--- src/rtl/act_pkg.sv ---
package act_pkg;
   // time base shared by all channels: 32 ticks per second
   localparam int TICKS_PER_SEC = 32;
   localparam int QTR_TICKS     = TICKS_PER_SEC / 4;

   function automatic int bits_for(input int n);
      return (n > 1) ? $clog2(n) : 1;
   endfunction
endpackage

--- src/rtl/act_timebase.sv ---
module act_timebase
   import act_pkg::*;
#(
   parameter int TICK_DIV      = 524288,
   parameter int LOCKOUT_TICKS = 5760
) (
   input  logic clk,
   input  logic rst_n,
   output logic tick,
   output logic lockout
);
   localparam int PRE_W = bits_for(TICK_DIV);
   localparam int LK_W  = $clog2(LOCKOUT_TICKS + 1);

   generate
      if (TICK_DIV == 1) begin : g_div1
         assign tick = 1'b1;
      end else begin : g_divn
         logic [PRE_W-1:0] pre_q;
         assign tick = (pre_q == PRE_W'(TICK_DIV - 1));
         always_ff @(posedge clk) begin
            if (!rst_n)    pre_q <= '0;
            else if (tick) pre_q <= '0;
            else           pre_q <= pre_q + 1'b1;
         end
      end
   endgenerate

   logic [LK_W-1:0] lk_q;
   assign lockout = (lk_q != LK_W'(LOCKOUT_TICKS));

   always_ff @(posedge clk) begin
      if (!rst_n)                lk_q <= '0;
      else if (lockout && tick)  lk_q <= lk_q + 1'b1;
   end
endmodule

--- src/rtl/act_chan.sv ---
module act_chan
   import act_pkg::*;
#(
   parameter int SEC_W      = 8,
   parameter int DUR_W      = 6,
   parameter int UNIT_TICKS = 1
) (
   input  logic             clk,
   input  logic             rst_n,
   input  logic             tick,
   input  logic [SEC_W-1:0] sec_now,
   input  logic             cfg_load,
   input  logic [SEC_W-1:0] cfg_time,
   input  logic [DUR_W-1:0] cfg_dur,
   input  logic             arm_set,
   input  logic             fire_go,
   output logic             armed,
   output logic             busy,
   output logic             drive
);
   localparam int MAX_LEN = (1 << DUR_W) * UNIT_TICKS;
   localparam int CNT_W   = bits_for(MAX_LEN);

   logic [SEC_W-1:0] time_q;
   logic [DUR_W-1:0] dur_q;
   logic [CNT_W-1:0] rem_q;
   logic             wait_q;
   logic             start, done;
   logic [CNT_W-1:0] load_len;

   assign start    = wait_q && tick && (sec_now == time_q);
   assign done     = drive && tick && (rem_q == '0);
   assign busy     = wait_q || drive;
   assign load_len = CNT_W'(dur_q) * CNT_W'(UNIT_TICKS) + CNT_W'(UNIT_TICKS - 1);

   always_ff @(posedge clk) begin
      if (!rst_n) begin
         time_q <= '0;
         dur_q  <= '0;
      end else if (cfg_load) begin
         time_q <= cfg_time;
         dur_q  <= cfg_dur;
      end
   end

   always_ff @(posedge clk) begin
      if (!rst_n)       armed <= 1'b0;
      else if (arm_set) armed <= 1'b1;
      else if (done)    armed <= 1'b0;
   end

   always_ff @(posedge clk) begin
      if (!rst_n)       wait_q <= 1'b0;
      else if (fire_go) wait_q <= 1'b1;
      else if (start)   wait_q <= 1'b0;
   end

   always_ff @(posedge clk) begin
      if (!rst_n) begin
         drive <= 1'b0;
         rem_q <= '0;
      end else if (start) begin
         drive <= 1'b1;
         rem_q <= load_len;
      end else if (done) begin
         drive <= 1'b0;
      end else if (drive && tick) begin
         rem_q <= rem_q - 1'b1;
      end
   end
endmodule

--- src/rtl/act_fb_sync.sv ---
module act_fb_sync #(
   parameter int WIDTH  = 3,
   parameter int STAGES = 2
) (
   input  logic             clk,
   input  logic             rst_n,
   input  logic [WIDTH-1:0] d,
   output logic [WIDTH-1:0] q
);
   logic [WIDTH-1:0] stg_q [STAGES];

   always_ff @(posedge clk) begin
      if (!rst_n) begin
         for (int k = 0; k < STAGES; k++) stg_q[k] <= '0;
      end else begin
         stg_q[0] <= d;
         for (int k = 1; k < STAGES; k++) stg_q[k] <= stg_q[k-1];
      end
   end

   assign q = stg_q[STAGES-1];
endmodule

--- src/rtl/act_pulse_ctrl.sv ---
module act_pulse_ctrl
   import act_pkg::*;
#(
   parameter int N_ACT       = 4,
   parameter int SEC_W       = 8,
   parameter int DUR_W       = 6,
   parameter int TICK_DIV    = 524288,
   parameter int LOCKOUT_SEC = 180,
   parameter int SYNC_STAGES = 2,
   localparam int SEL_W      = bits_for(N_ACT)
) (
   input  logic             clk,
   input  logic             rst_n,
   input  logic [SEC_W-1:0] sec_count,
   input  logic             cfg_we,
   input  logic [SEL_W-1:0] cfg_sel,
   input  logic [SEC_W-1:0] cfg_time,
   input  logic [DUR_W-1:0] cfg_dur,
   input  logic             arm_we,
   input  logic [SEL_W-1:0] arm_sel,
   input  logic             fire_we,
   input  logic [SEL_W-1:0] fire_sel,
   input  logic             err_clr,
   input  logic [N_ACT-2:0] fb_raw,
   output logic [N_ACT-1:0] act_out,
   output logic [N_ACT-1:0] armed_o,
   output logic             fire_err,
   output logic             lockout_o,
   output logic [N_ACT-2:0] fb_sync_o
);
   localparam int LOCKOUT_TICKS = LOCKOUT_SEC * TICKS_PER_SEC;

   initial begin
      if (N_ACT < 2)       $error("act_pulse_ctrl: N_ACT must be at least 2");
      if (DUR_W < 1)       $error("act_pulse_ctrl: DUR_W must be at least 1");
      if (TICK_DIV < 1)    $error("act_pulse_ctrl: TICK_DIV must be at least 1");
      if (LOCKOUT_SEC < 1) $error("act_pulse_ctrl: LOCKOUT_SEC must be at least 1");
      if (SYNC_STAGES < 2) $error("act_pulse_ctrl: SYNC_STAGES must be at least 2");
   end

   logic             tick, lockout;
   logic [N_ACT-1:0] busy;
   logic             busy_any;
   logic             refuse;

   act_timebase #(
      .TICK_DIV     (TICK_DIV),
      .LOCKOUT_TICKS(LOCKOUT_TICKS)
   ) u_tb (
      .clk    (clk),
      .rst_n  (rst_n),
      .tick   (tick),
      .lockout(lockout)
   );

   assign busy_any  = |busy;
   assign lockout_o = lockout;

   genvar i;
   generate
      for (i = 0; i < N_ACT; i++) begin : g_ch
         localparam int UNIT = (i == 0) ? QTR_TICKS : 1;
         logic cfg_hit, arm_hit, fire_hit;
         assign cfg_hit  = cfg_we  && (cfg_sel  == SEL_W'(i));
         assign arm_hit  = arm_we  && (arm_sel  == SEL_W'(i));
         assign fire_hit = fire_we && (fire_sel == SEL_W'(i)) &&
                           !lockout && !busy_any && armed_o[i];
         act_chan #(
            .SEC_W     (SEC_W),
            .DUR_W     (DUR_W),
            .UNIT_TICKS(UNIT)
         ) u_ch (
            .clk     (clk),
            .rst_n   (rst_n),
            .tick    (tick),
            .sec_now (sec_count),
            .cfg_load(cfg_hit),
            .cfg_time(cfg_time),
            .cfg_dur (cfg_dur),
            .arm_set (arm_hit),
            .fire_go (fire_hit),
            .armed   (armed_o[i]),
            .busy    (busy[i]),
            .drive   (act_out[i])
         );
      end
   endgenerate

   assign refuse = fire_we && !lockout && busy_any;

   always_ff @(posedge clk) begin
      if (!rst_n)       fire_err <= 1'b0;
      else if (refuse)  fire_err <= 1'b1;
      else if (err_clr) fire_err <= 1'b0;
   end

   act_fb_sync #(
      .WIDTH (N_ACT - 1),
      .STAGES(SYNC_STAGES)
   ) u_fb (
      .clk  (clk),
      .rst_n(rst_n),
      .d    (fb_raw),
      .q    (fb_sync_o)
   );
endmodule

--- config.mk ---
export PLATFORM = sky130hd
export DESIGN_NAME = act_pulse_ctrl
export DESIGN_NICKNAME = d
export VERILOG_FILES = /design/src/rtl/act_pkg.sv /design/src/rtl/act_timebase.sv /design/src/rtl/act_chan.sv /design/src/rtl/act_fb_sync.sv /design/src/rtl/act_pulse_ctrl.sv
export SDC_FILE = /design/constraint.sdc
export NUM_CORES = 1
export LEC_CHECK = 0
export BUFFER_PORTS_ARGS = -buffer_cell sky130_fd_sc_hd__buf_4
export CAP_MARGIN = 20
export CORE_ASPECT_RATIO = 1.4
export CORE_UTILIZATION = 50
export DETAILED_ROUTE_END_ITERATION = 8
export PLACE_DENSITY = 0.68
export SLEW_MARGIN = 20
export SYNTH_ARGS = -nofsm -noshare
export SYNTH_HDL_FRONTEND = slang
export SYNTH_HIERARCHICAL = 1
export SYNTH_SLANG_ARGS = --single-unit
--- constraint.sdc ---
create_clock -name clk -period 4.7 [get_ports clk]
set_input_delay 0.47 -clock clk [delete_from_list [all_inputs] [get_ports clk]]
set_output_delay 0.47 -clock clk [all_outputs]
set_load 0.01 [all_outputs]
### After elaboration in Yosys (flattened, before gate mapping)

Memories as Yosys holds them, arrays and structs flattened.
Index checks and enable logic that the tools add are counted.

| word-level totals | value |
|---|---|
| register bits | 128 |
| latch bits | 0 |
| RAM bits | 6 |
| bits in read-only memories | 0 |
| bits of input ports | 37 |
| output and inout bits | 13 |
| memories kept | 1 |

| cells by class | value |
|---|---|
| add/subtract/negate cells | 7 |
| multiply operators | 0 |
| divide/modulo/power cells | 0 |
| magnitude comparators | 0 |
| equal/unequal tests | 19 |
| shifts and indexed selects | 0 |
| multiplexer cells | 38 |
| bitwise operators | 3 |
| reductions and logical operators | 79 |

Memory list:

| name | depth | bits a word | rd ports | clocked after Yosys merged registers in | wr ports | RTL line | text |
|---|---|---|---|---|---|---|---|
| u_fb.stg_q | 2 | 3 | 2 | 0 | 2 | act_fb_sync.sv:10 | `logic [WIDTH-1:0] stg_q [STAGES];` |

Operators with widths:

| cell | count |
|---|---|
| 6-bit two-way mux | 9 |
| 1-bit logical AND | 43 |
| 2-bit nonzero test | 17 |
| 8-bit equality test | 4 |
| 9-bit two-way mux | 3 |
| 1-bit two-way mux | 24 |
| 19-bit by 1-bit adder with 19-bit output (second input constant) | 1 |
| 19-bit equality test (second input constant) | 1 |
| 6-bit logical NOT | 3 |
| 6-bit by 1-bit subtractor with 6-bit output (second input constant) | 3 |
| 13-bit by 1-bit adder with 13-bit output (second input constant) | 1 |
| 13-bit != test (second input constant) | 1 |
| 2-bit equality test (second input constant) | 6 |
| 9-bit by 3-bit adder with 9-bit output (second input constant) | 1 |
| 9-bit logical NOT | 1 |
| 9-bit by 1-bit subtractor with 9-bit output (second input constant) | 1 |
| 2-bit by 1-bit != test with 1-bit output (second input constant) | 4 |
| 2-bit AND reduction | 4 |
| 2-bit by 1-bit equality test with 1-bit output (second input constant) | 3 |
| 2-bit logical NOT | 3 |
| 3-bit two-way mux | 2 |
| 1-bit logical OR | 4 |
| 4-bit OR reduction | 1 |
| 1-bit logical NOT | 2 |
| 3 further kinds | 4 |

### Depth between registers and ports, before layout

| depth | value |
|---|---|
| depth after elaboration | 6 |
| depth in mapped cells | 10 |
| gate-level depth less buffers | 9 |

### Hierarchy

Netlist, hierarchy kept.

Modules (own cells, without submodules):

| module | instances | cells an instance | area an instance (µm²) | sequential area each (µm²) |
|---|---|---|---|---|
| act_chan (g_ch[1].u_ch ...) | 3 | 115 | 1082.3 | 460.4 |
| act_timebase | 1 | 183 | 1589.0 | 640.6 |
| act_chan (g_ch[0].u_ch) | 1 | 126 | 1233.7 | 520.5 |
| act_fb_sync | 1 | 15 | 180.2 | 120.1 |
| act_pulse_ctrl | 1 | 25 | 168.9 | 20.0 |

### Worst setup path after synthesis

Ideal clock, no wire load.

| timing | value |
|---|---|
| path kind | register to register |
| start | register u_tb.g_divn.pre_q[0] |
| end | register g_ch[0].u_ch.rem_q[5] |
| setup time | 0.074 ns |
| arrival | 3.223 ns |
| data required time | 4.626 ns |
| setup slack | 1.403 ns |
| cell stages (with the launch flop) | 10 |
| period minus slack after synthesis | 3.297 ns |
| cells stage by stage | dfxtp_1 > ha_1 > nand3_1 > or4_4 > buf_6 > nor2_1 > nand2_1 > or4_1 > or3_1 > a31oi_1 |

| on the way | value |
|---|---|
| word-level cells in the longest chain between the ends | 5 |
| elaborated cells on any way between the ends | 9 |
| classes of those cells | eq/ne (2); mux (1); reduce/logical (6) |

RTL lines:

| element | RTL line | text |
|---|---|---|
| start: declaration | act_timebase.sv:19 | `logic [PRE_W-1:0] pre_q;` |
| start signal: assignment | act_timebase.sv:24 | `else pre_q <= pre_q + 1'b1;` |
| 19-bit equality test * | act_timebase.sv:20 | `assign tick = (pre_q == PRE_W'(TICK_DIV - 1));` |
| via tick | act_pulse_ctrl.sv:41 | `logic tick, lockout;` |
| 1-bit logical AND (on tied branches) | act_chan.sv:32, act_chan.sv:67, act_chan.sv:31 |  |
| 1-bit logical AND (on tied branches) | act_chan.sv:32, act_chan.sv:31 |  |
| 2-bit by 1-bit != test with 1-bit output (no line) or 2-bit nonzero test (tied branches) | -- |  |
| 2-bit AND reduction (no line) | -- |  |
| end signal: assignment | act_chan.sv:64 | `rem_q <= load_len;` |
| end signal: assignment | act_chan.sv:68 | `rem_q <= rem_q - 1'b1;` |
| end: declaration | act_chan.sv:26 | `logic [CNT_W-1:0] rem_q;` |

Mark *: on every way through the listed nets, which the timed path passes. The rest lies on a longest branch.
A chain may end at the register's enable or synchronous reset.

### Final worst setup path

| timing | value |
|---|---|
| start | register u_tb.g_divn.pre_q[0] |
| end | register g_ch[1].u_ch.rem_q[4] |

| on the way | value |
|---|---|
| word-level cells in the longest chain between the ends | 5 |
| elaborated cells on any way between the ends | 9 |
| classes of those cells | eq/ne (2); mux (1); reduce/logical (6) |

RTL lines:

| element | RTL line |
|---|---|
| 19-bit equality test * | act_timebase.sv:20 |
| via tick | act_pulse_ctrl.sv:41 |
| 1-bit logical AND (on tied branches) | act_chan.sv:32, act_chan.sv:67, act_chan.sv:31 |
| 1-bit logical AND (on tied branches) | act_chan.sv:32, act_chan.sv:31 |
| 2-bit by 1-bit != test with 1-bit output (no line) or 2-bit nonzero test (tied branches) | -- |
| 2-bit AND reduction (no line) | -- |
| end signal: assignment | act_chan.sv:64 |
| end signal: assignment | act_chan.sv:68 |
| end: declaration | act_chan.sv:26 |

Marked as above.

==> impl_metrics.tcl <==
set metrics [dict create \
    status "finished, violations left" \
    violations "design-rule violations" \
    num_rows 48 \
    synth_cells 694 \
    max_freq_mhz 281.9 \
    fin_crit_sh 0.7548 \
    final_core_util 0.6000 \
    hold_ws_ps 266.1 \
    root_buffer "clkbuf_16" \
    clk_latency_ps 410 \
    fin_ws_ps 1152 \
    start_util 0.5163 \
    wire_per_inst_um 16.94 \
    num-nets-final 783 \
    power_w 0.002643 \
    ys_seq_elements 134 \
    cp.required_ps 5030 \
    grt_max_degree 46 \
    cts.sinks 134 \
    place.gp.congestion 0.8233 \
    grt_pass1_wl_mm 24.64 \
    cts_resized 0 \
    finalHoldViolations 0 \
    cp-end-kind "register" \
    cts.clk_slew.worst_paths_ps 60 \
    io_pins 50 \
    tightest_slew_ps 964.1 \
    setup_violations 0 \
    path_class "reg -> reg" \
    period_minus_slack_ps 3548 \
    dp_slack_ps 1250 \
    tritoncts "built" \
    numPortBuffers 49 \
    yosysUniqueCellTypes 56 \
    core_mm2 0.01243 \
    routed_wl_mm 15.23 \
    avgSynthCellArea_um2 9.249 \
    layout-drive-gt1-share 0.1509 \
    rsz0062_at_grt "false" \
    synth_area_mm2 0.006419 \
    yosys_most_used_dff "dfxtp_1" \
    antenna_found_initial 0 \
    max-clock-path-buffers 2 \
    numCtsBuffers 17 \
    startpoint_type "register" \
    cp.arrival_ps 3880 \
    vias 5190 \
    skew_ps 10.13 \
    crit_path_max_fanout 12 \
    die_area_mm2 0.01330 \
    synthArstFlopShare 0 \
    power_leakage_nw 2.608 \
    power_density_mw_per_mm2 354.3 \
    cts.hold.buffers_added 0 \
    seq_area_frac_synth 0.4179 \
    dr.pass1.iters 7 \
    synth_area_leaders "dfxtp_1, mux2i_1, xnor2_1" \
    synth_top_area_share 0.4179 \
    hp-class "in -> reg" \
    area_delta_synth_final_pct 16.22 \
    die_w_um 97.76 \
    grt_pass1_vias 5005 \
    drv_slew 0 \
    die_height_um 136.1 \
    dp_hpwl_mm 10.93 \
    yosysWarningCount 6 \
    post_cts_buffers 0 \
    drc 16 \
    avgViaCountPerCell 5.773 \
    fin_setup_tns_ps 0 \
    grt_usage 0.2402 \
    drtIter0Drc 237 \
    synth_edf_count 0 \
    synth_common_cells "dfxtp_1, mux2i_1, nor2_1" \
    final_antenna_net_count 0 \
    grt_overflow_total 0 \
    vdd_drop_max_uv 259.3 \
    synth.most_common_cell "dfxtp_1" \
    yosysTopAreaCell "dfxtp_1" \
    htreeDepth 4 \
    antenna_cells 0 \
    slew_headroom 0.3549 \
    syn-num-nets 741 \
    cap_viol_max_count 0 \
]
==> area by class of cell <==
class / instances / area, um^2
Inverter: 23 / 86.33
Multi-Input combinational cell: 507 / 3511
Tap cell: 150 / 187.7
Clock buffer: 20 / 466.7
Timing Repair Buffer: 53 / 397.9
Sequential cell: 134 / 2683
Fill cell: 1099 / 4972
Clock inverter: 12 / 127.6
==> registers in the layout (all words and copies together) (netlist names) <==
name               count
g_ch.u_ch/time_q      32
g_ch.u_ch/dur_q       24
u_tb/lk_q             13
g_ch.u_ch/armed        4
g_ch.u_ch/wait_q       4
g_ch.u_ch/drive        4
u_fb/stg_q             6
fire_err               1
u_tb/g_divn.pre_q     19
g_ch.u_ch/rem_q       27
==> cells in the final DEF, fill, tap and decap left out, types with 19 or more instances in the layout <==
cell type / n
o21ai_0: 19
mux2i_1: 70
a21oi_1: 28
xnor2_1: 42
inv_1: 20
nor4_1: 19
dfxtp_1: 134
nor2b_1: 20
nand2_1: 40
buf_4: 53
nor3_1: 19
nor2_1: 67
==> metrics by stage <==
| step | instance area [um^2] | std cells |
|---|---|---|
| final | 7460 | 899 |
| after global placement | 6865 | 867 |
| after detailed placement | 6865 | 867 |
| after floorplan | 6419 | 694 |
| after global routing | 7460 | 899 |
| after CTS | 7460 | 899 |
==> worst paths after layout <==
path,startpoint,to,slack [ps],cells after the start
setup / recovery,u_tb/g_divn.pre_q[0],g_ch[1].u_ch/rem_q[4],1150,8
hold / removal,fb_raw[1],u_fb/stg_q[0][1],270,2
setup reg to reg,u_tb/g_divn.pre_q[0],g_ch[1].u_ch/rem_q[4],1150,8
hold reg to reg,u_fb/stg_q[0][2],u_fb/stg_q[0][5],430,1
==> per-layer routing <==
metal  global-route usage  vias up  share of wire
met5                    0        -              0
met4               0.1237        0          0.028
met3              0.04679       23          0.040
met2               0.4374      111           0.51
met1               0.2649     2486           0.42
li1                     -     2570              -
==> cells by family after synthesis <==
group,count (synthesis),synth area share
and+or+nand+nor,269,0.2331
DFF,134,0.4179
AOI/OAI and AO/OA,104,0.1097
muxes,71,0.1115
xor gates and xnor gates,53,0.07232
buffers and inverters,53,0.03587
adders and majority gates,10,0.01949
==> worst max-delay path: stages, from the launching register on <==
cell and delay [ps]:
dfxtp_1 390, ha_1 220, nand3_1 160, or4_4 620, nor2_1 770, buf_4 320
nand3_2 150, nor3_1 580, mux2i_1 260
==> report_power, final <==
part           total [W]  switching (W)  internal [W]
registers        0.00117      0.0000150       0.00116
logic           0.000161      0.0000910     0.0000699
clock network    0.00131       0.000488      0.000820
total            0.00264       0.000594       0.00205
(Power assumes the default switching activity.)
